`src/rtl/irq_state_bank.sv`:
```
module irq_state_bank #(
  parameter int NUM_LINES = 60,
  parameter int PRIO_BITS = 4,
  parameter int ADDR_W    = 7
) (
  input  logic                           clk,
  input  logic                           rst_n,
  input  logic                           bus_wr_en,
  input  logic [ADDR_W-1:0]              bus_addr,
  input  logic [31:0]                    bus_wdata,
  output logic [31:0]                    bus_rdata,
  input  logic [NUM_LINES-1:0]           hw_pend_set,
  input  logic [NUM_LINES-1:0]           hw_act_entry,
  input  logic [NUM_LINES-1:0]           hw_act_exit,
  output logic [NUM_LINES-1:0]           en_o,
  output logic [NUM_LINES-1:0]           pend_o,
  output logic [NUM_LINES-1:0]           act_o,
  output logic [NUM_LINES*PRIO_BITS-1:0] prio_o
);
  localparam int BM_WORDS   = (NUM_LINES + 31) / 32;
  localparam int BM_BITS    = BM_WORDS * 32;
  localparam int PRIO_WORDS = (NUM_LINES + 3) / 4;
  localparam int PRIO_LSB   = 8 - PRIO_BITS;
  localparam int A_EN_SET   = 0;
  localparam int A_EN_CLR   = 8;
  localparam int A_PD_SET   = 16;
  localparam int A_PD_CLR   = 24;
  localparam int A_ACT      = 32;
  localparam int A_PRIO     = 64;

  logic [NUM_LINES-1:0] en_q, pend_q, act_q;
  logic [PRIO_BITS-1:0] prio_q [NUM_LINES];
  logic [BM_BITS-1:0]   en_set_m, en_clr_m, pd_set_m, pd_clr_m;
  logic [BM_BITS-1:0]   en_pad, pend_pad, act_pad;

  always_comb begin
    en_set_m = '0;
    en_clr_m = '0;
    pd_set_m = '0;
    pd_clr_m = '0;
    for (int w = 0; w < BM_WORDS; w++) begin
      if (bus_wr_en && bus_addr == ADDR_W'(A_EN_SET + w)) en_set_m[w*32 +: 32] = bus_wdata;
      if (bus_wr_en && bus_addr == ADDR_W'(A_EN_CLR + w)) en_clr_m[w*32 +: 32] = bus_wdata;
      if (bus_wr_en && bus_addr == ADDR_W'(A_PD_SET + w)) pd_set_m[w*32 +: 32] = bus_wdata;
      if (bus_wr_en && bus_addr == ADDR_W'(A_PD_CLR + w)) pd_clr_m[w*32 +: 32] = bus_wdata;
    end
  end

  always_ff @(posedge clk or negedge rst_n) begin
    if (!rst_n) begin
      en_q   <= '0;
      pend_q <= '0;
      act_q  <= '0;
    end else begin
      en_q   <= (en_q & ~en_clr_m[NUM_LINES-1:0]) | en_set_m[NUM_LINES-1:0];
      pend_q <= (pend_q & ~pd_clr_m[NUM_LINES-1:0]) | pd_set_m[NUM_LINES-1:0] | hw_pend_set;
      act_q  <= (act_q & ~hw_act_exit) | hw_act_entry;
    end
  end

  for (genvar n = 0; n < NUM_LINES; n++) begin : g_prio
    always_ff @(posedge clk or negedge rst_n) begin
      if (!rst_n)
        prio_q[n] <= '0;
      else if (bus_wr_en && bus_addr == ADDR_W'(A_PRIO + n / 4))
        prio_q[n] <= bus_wdata[(n % 4) * 8 + PRIO_LSB +: PRIO_BITS];
    end
    assign prio_o[n*PRIO_BITS +: PRIO_BITS] = prio_q[n];
  end

  assign en_pad   = BM_BITS'(en_q);
  assign pend_pad = BM_BITS'(pend_q);
  assign act_pad  = BM_BITS'(act_q);

  always_comb begin
    bus_rdata = '0;
    for (int w = 0; w < BM_WORDS; w++) begin
      if (bus_addr == ADDR_W'(A_EN_SET + w) || bus_addr == ADDR_W'(A_EN_CLR + w))
        bus_rdata = en_pad[w*32 +: 32];
      if (bus_addr == ADDR_W'(A_PD_SET + w) || bus_addr == ADDR_W'(A_PD_CLR + w))
        bus_rdata = pend_pad[w*32 +: 32];
      if (bus_addr == ADDR_W'(A_ACT + w))
        bus_rdata = act_pad[w*32 +: 32];
    end
    for (int k = 0; k < PRIO_WORDS; k++) begin
      if (bus_addr == ADDR_W'(A_PRIO + k)) begin
        for (int j = 0; j < 4; j++) begin
          if (k * 4 + j < NUM_LINES)
            bus_rdata[j*8 + PRIO_LSB +: PRIO_BITS] = prio_q[k*4 + j];
        end
      end
    end
  end

  assign en_o   = en_q;
  assign pend_o = pend_q;
  assign act_o  = act_q;
endmodule

```
`config.mk`:
```
export PLATFORM = sky130hd
export DESIGN_NAME = irq_state_bank
export DESIGN_NICKNAME = d
export VERILOG_FILES = /design/src/rtl/irq_state_bank.sv
export SDC_FILE = /design/constraint.sdc
export NUM_CORES = 1
export LEC_CHECK = 0
export ABC_AREA = 1
export BUFFER_PORTS_ARGS = -buffer_cell sky130_fd_sc_hd__clkbuf_2
export CAP_MARGIN = 10
export CORE_AREA = 2 2 260 262
export CTS_CLUSTER_DIAMETER = 100
export DETAILED_ROUTE_END_ITERATION = 7
export DIE_AREA = 0 0 262 264
export GPL_TIMING_DRIVEN = 0
export PLACE_DENSITY = 0.54
export SKIP_LAST_GASP = 1
export SYNTH_ARGS = -nofsm -noshare
export SYNTH_HDL_FRONTEND = slang
export SYNTH_SLANG_ARGS = --single-unit
```
`constraint.sdc`:
```
create_clock -name clk -period 1.7 [get_ports clk]
set_input_delay 0.085 -clock clk [delete_from_list [all_inputs] [get_ports clk]]
set_output_delay 0.085 -clock clk [all_outputs]
set_load 0.02 [all_outputs]
```
==> impl_metrics.ini <==
[synthesis]
synth_cell_types = 33
syn_avg_cell_area_um2 = 8.52
synthCells = 2187
ys_seq_elements = 420
synth_nets = 2409
syn_area_mm2 = 0.0186
yosys_warnings = 0
synth_largest_area_cell = dfrtp_1
synth_top_area_share_pct = 56.4
synth_seq_area_share_pct = 56.4
synth_area_leaders = dfrtp_1 56%, nand2_1 13%, o21ai_0 11%

[setup_path]
path_class = reg -> out
rrSetupSlack_ns = 0.31
critPathMaxStageDelay_ns = 0.39
cp-end-kind = output port
crit_slowest_cell = dfrtp_1
startpoint_type = flop
cp.arrival_ns = 3.27
cp_max_fo = 2
critPathRequiredTime_ns = 1.62
cp_common_cell = nand4_1
r2r_cells = 4
path_cells = inv_2 -> o21ai_2 -> nor2_4 -> nand4_1 -> nand2_1 -> nand4_1 -> nor2_2 -> nand4_1 -> nor2_2 -> nand4_1 -> nor2_1 -> nand2_1 -> clkbuf_8

[global_routing]
grt_max_degree = 107
grt_usage_pct = 30.2
overflow = 0
grt_pass1_wl_um = 148000
antenna_found_initial = 11
grt_pass1_vias = 20300

[detailed_routing]
drtAntennaViolNets = 0
drt_iter0_markers = 1680
drt-total-wl_um = 107000
via_per_inst = 5.00
avgRoutedWirePerCell_um = 26.1
drc_errors = 0
vias = 20600
dr.pass1.iters = 6

[power]
internal_power_w = 0.0198
pwr-share-clk_pct = 44.0
switching_share_pct = 29.4
leakage_nw = 13.8
powerDensity_mw_per_mm2 = 969
combPwrFrac_pct = 15.3
p_switching_w = 0.00823
ir_drop_v = 0.000789
sequentialPowerShare_pct = 40.7
p_total_w = 0.0280

[job]
cap_violations = 0

[floorplan]
die_y_um = 264
core_mm2 = 0.0666
die_area_mm2 = 0.0692
fp-row-count = 95
die_w_um = 262
initial_utilization_pct = 28.0
ios = 674

[layout]
final_area_mm2 = 0.0289
final_cells = 4110
layout.cells.most_common = clkbuf_2
area.growth.synth_to_final_pct = 55.1
drive_above_1_share_pct = 32.0
seqCellArea_mm2 = 0.0105
layout_common_cells = 645 x clkbuf_2, 584 x nand2_1, 417 x dfrtp_1
final_util_pct = 43.4
multi_input_area_mm2 = 0.00785
fillCellCount = 6743
nets = 3406

[placed_design]
io_buffers = 673
gp_congestion = 0.919
place_hpwl_um = 81000
dp.cells = 3737
dpl_cell_area_mm2 = 0.0232

[sta]
finalSetupViolations = 32
tns_ns = -26.77
relSlewSlack_pct = 19.4
rsz0062_at_grt = yes
finalClockSkew_ns = 0
fmax_ghz = 0.298
finalHoldViolCount = 0
final.min_clock_period_ns = 3.35
worst_pin_slew_ns = 1.21
slew_violations = 0
finalCritPeriodShare_pct = 197
final.setup.worst_slack_ns = -1.65

[clock_tree]
tritoncts = yes
clock_sink_count = 420
numCtsBuffers = 51
cts-root-buf = clkbuf_16
clk_pin_slew_ns = 0.06
clk_latency_ns = 0.60
ctsHtreeMaxLevel = 2
ctsLongestPathBuffers = 3

[status]
status = complete, but fails checks
violations = negative setup slack

[hold_path]
whs_path_depth = 5
min_path_type = in -> reg
==> sequential cells by signal, indices dropped and copies added (netlist names) <==
| name | flops |
|---|---|
| prio_o | 240 |
| en_o | 60 |
| pend_o | 60 |
| act_o | 60 |
==> worst paths after layout <==
kind                                        start                endpoint
max                           act_o[55]$_DFF_PN0_           bus_rdata[23]
min                                     bus_wr_en     pend_o[1]$_DFF_PN0_
max reg2reg                    act_o[5]$_DFF_PN0_      act_o[5]$_DFF_PN0_
min reg2reg                prio_o[26]$_DFFE_PN0P_  prio_o[26]$_DFFE_PN0P_
max in group asynchronous                   rst_n      en_o[13]$_DFF_PN0_
min in group asynchronous                   rst_n  prio_o[85]$_DFFE_PN0P_
==> power by group through the flow <==
stage,registers [W],logic [W],clock network [W]
2_1_floorplan,0.0122,0.000851,0
3_3_place_gp,0.0115,0.00359,0
3_5_place_dp,0.0115,0.00366,0
4_1_cts,0.0114,0.00422,0.0124
5_1_grt,0.0115,0.00460,0.0128
6_report,0.0114,0.00428,0.0123
==> stage by stage <==
step | hold slack [ns] | setup WS (ns)
after global routing | 0.0860 | -1.83
after floorplan | -0.211 | 0.0432
after CTS | 0.0624 | -1.89
final | 0.0927 | -1.65
after detailed placement | 0.00258 | -2.02
after global placement | 0.267 | -9.74
==> cell type report <==
| class | instances | area share [%] |
|---|---|---|
| flip-flops and latches | 420 | 36.4 |
| diodes | 10 | 0.0866 |
| clock buffers | 72 | 5.21 |
| repair buffers | 944 | 21.9 |
| clock inverters | 24 | 1.30 |
| plain buffers | 128 | 2.20 |
| well taps | 873 | 3.78 |
| inverters | 147 | 1.99 |
| multi-input cells | 1492 | 27.2 |
==> layer usage <==
metal	global-route usage [%]	vias up	part of all wire, %
li1	-	9287	-
met4	14.0	6	5.0
met2	51.7	942	49
met3	6.59	197	7.5
met1	35.9	10100	38
met5	0	-	0.040
==> cells in the mapped netlist <==
master and number:
nor2_4 1, mux2i_1 1, nand3_4 1, o21ai_1 21
o21ai_0 415, nor3_2 2, nand3_1 34, a21oi_2 1
or2_2 20, dfrtp_1 420, nand4_1 49, buf_2 18
a221oi_1 16, buf_1 4, or2_1 2, o21bai_1 60
a21oi_1 89, nor2_1 83, nand3b_1 32, a21o_1 1
and2_1 1, nor4_1 1, o211ai_1 17, inv_1 138
nand2_2 4, nor3_1 2, clkbuf_1 106, and3_1 1
nand2_1 624, o22ai_1 1, or2_0 8, inv_2 9
nor2_2 5
==> worst max-delay path, delay by kind of cell, from the launching register on <==
family / cells / cell delay [ns]
compound gates: 1 / 0.07
buf+inv: 2 / 0.23
flops: 1 / 0.39
simple gates: 10 / 1.97
==> cell families after synthesis <==
logic type / share of synthesized area (%)
buffers and inverters: 5.66
AO/OA/AOI/OAI: 18.1
multiplexers: 0.0537
AND/OR/NAND/NOR: 19.8
flip-flops: 56.4
==> timing repair <==
item	CTS	global route
resized for setup	215	124
buffers inserted	24	20
endpoints found under the hold margin	480	0
cloned	1	1
setup endpoints to repair	107	164
pin swaps	95	101
hold buffers	220	0
Note: power is estimated with default switching activity, not from simulation.
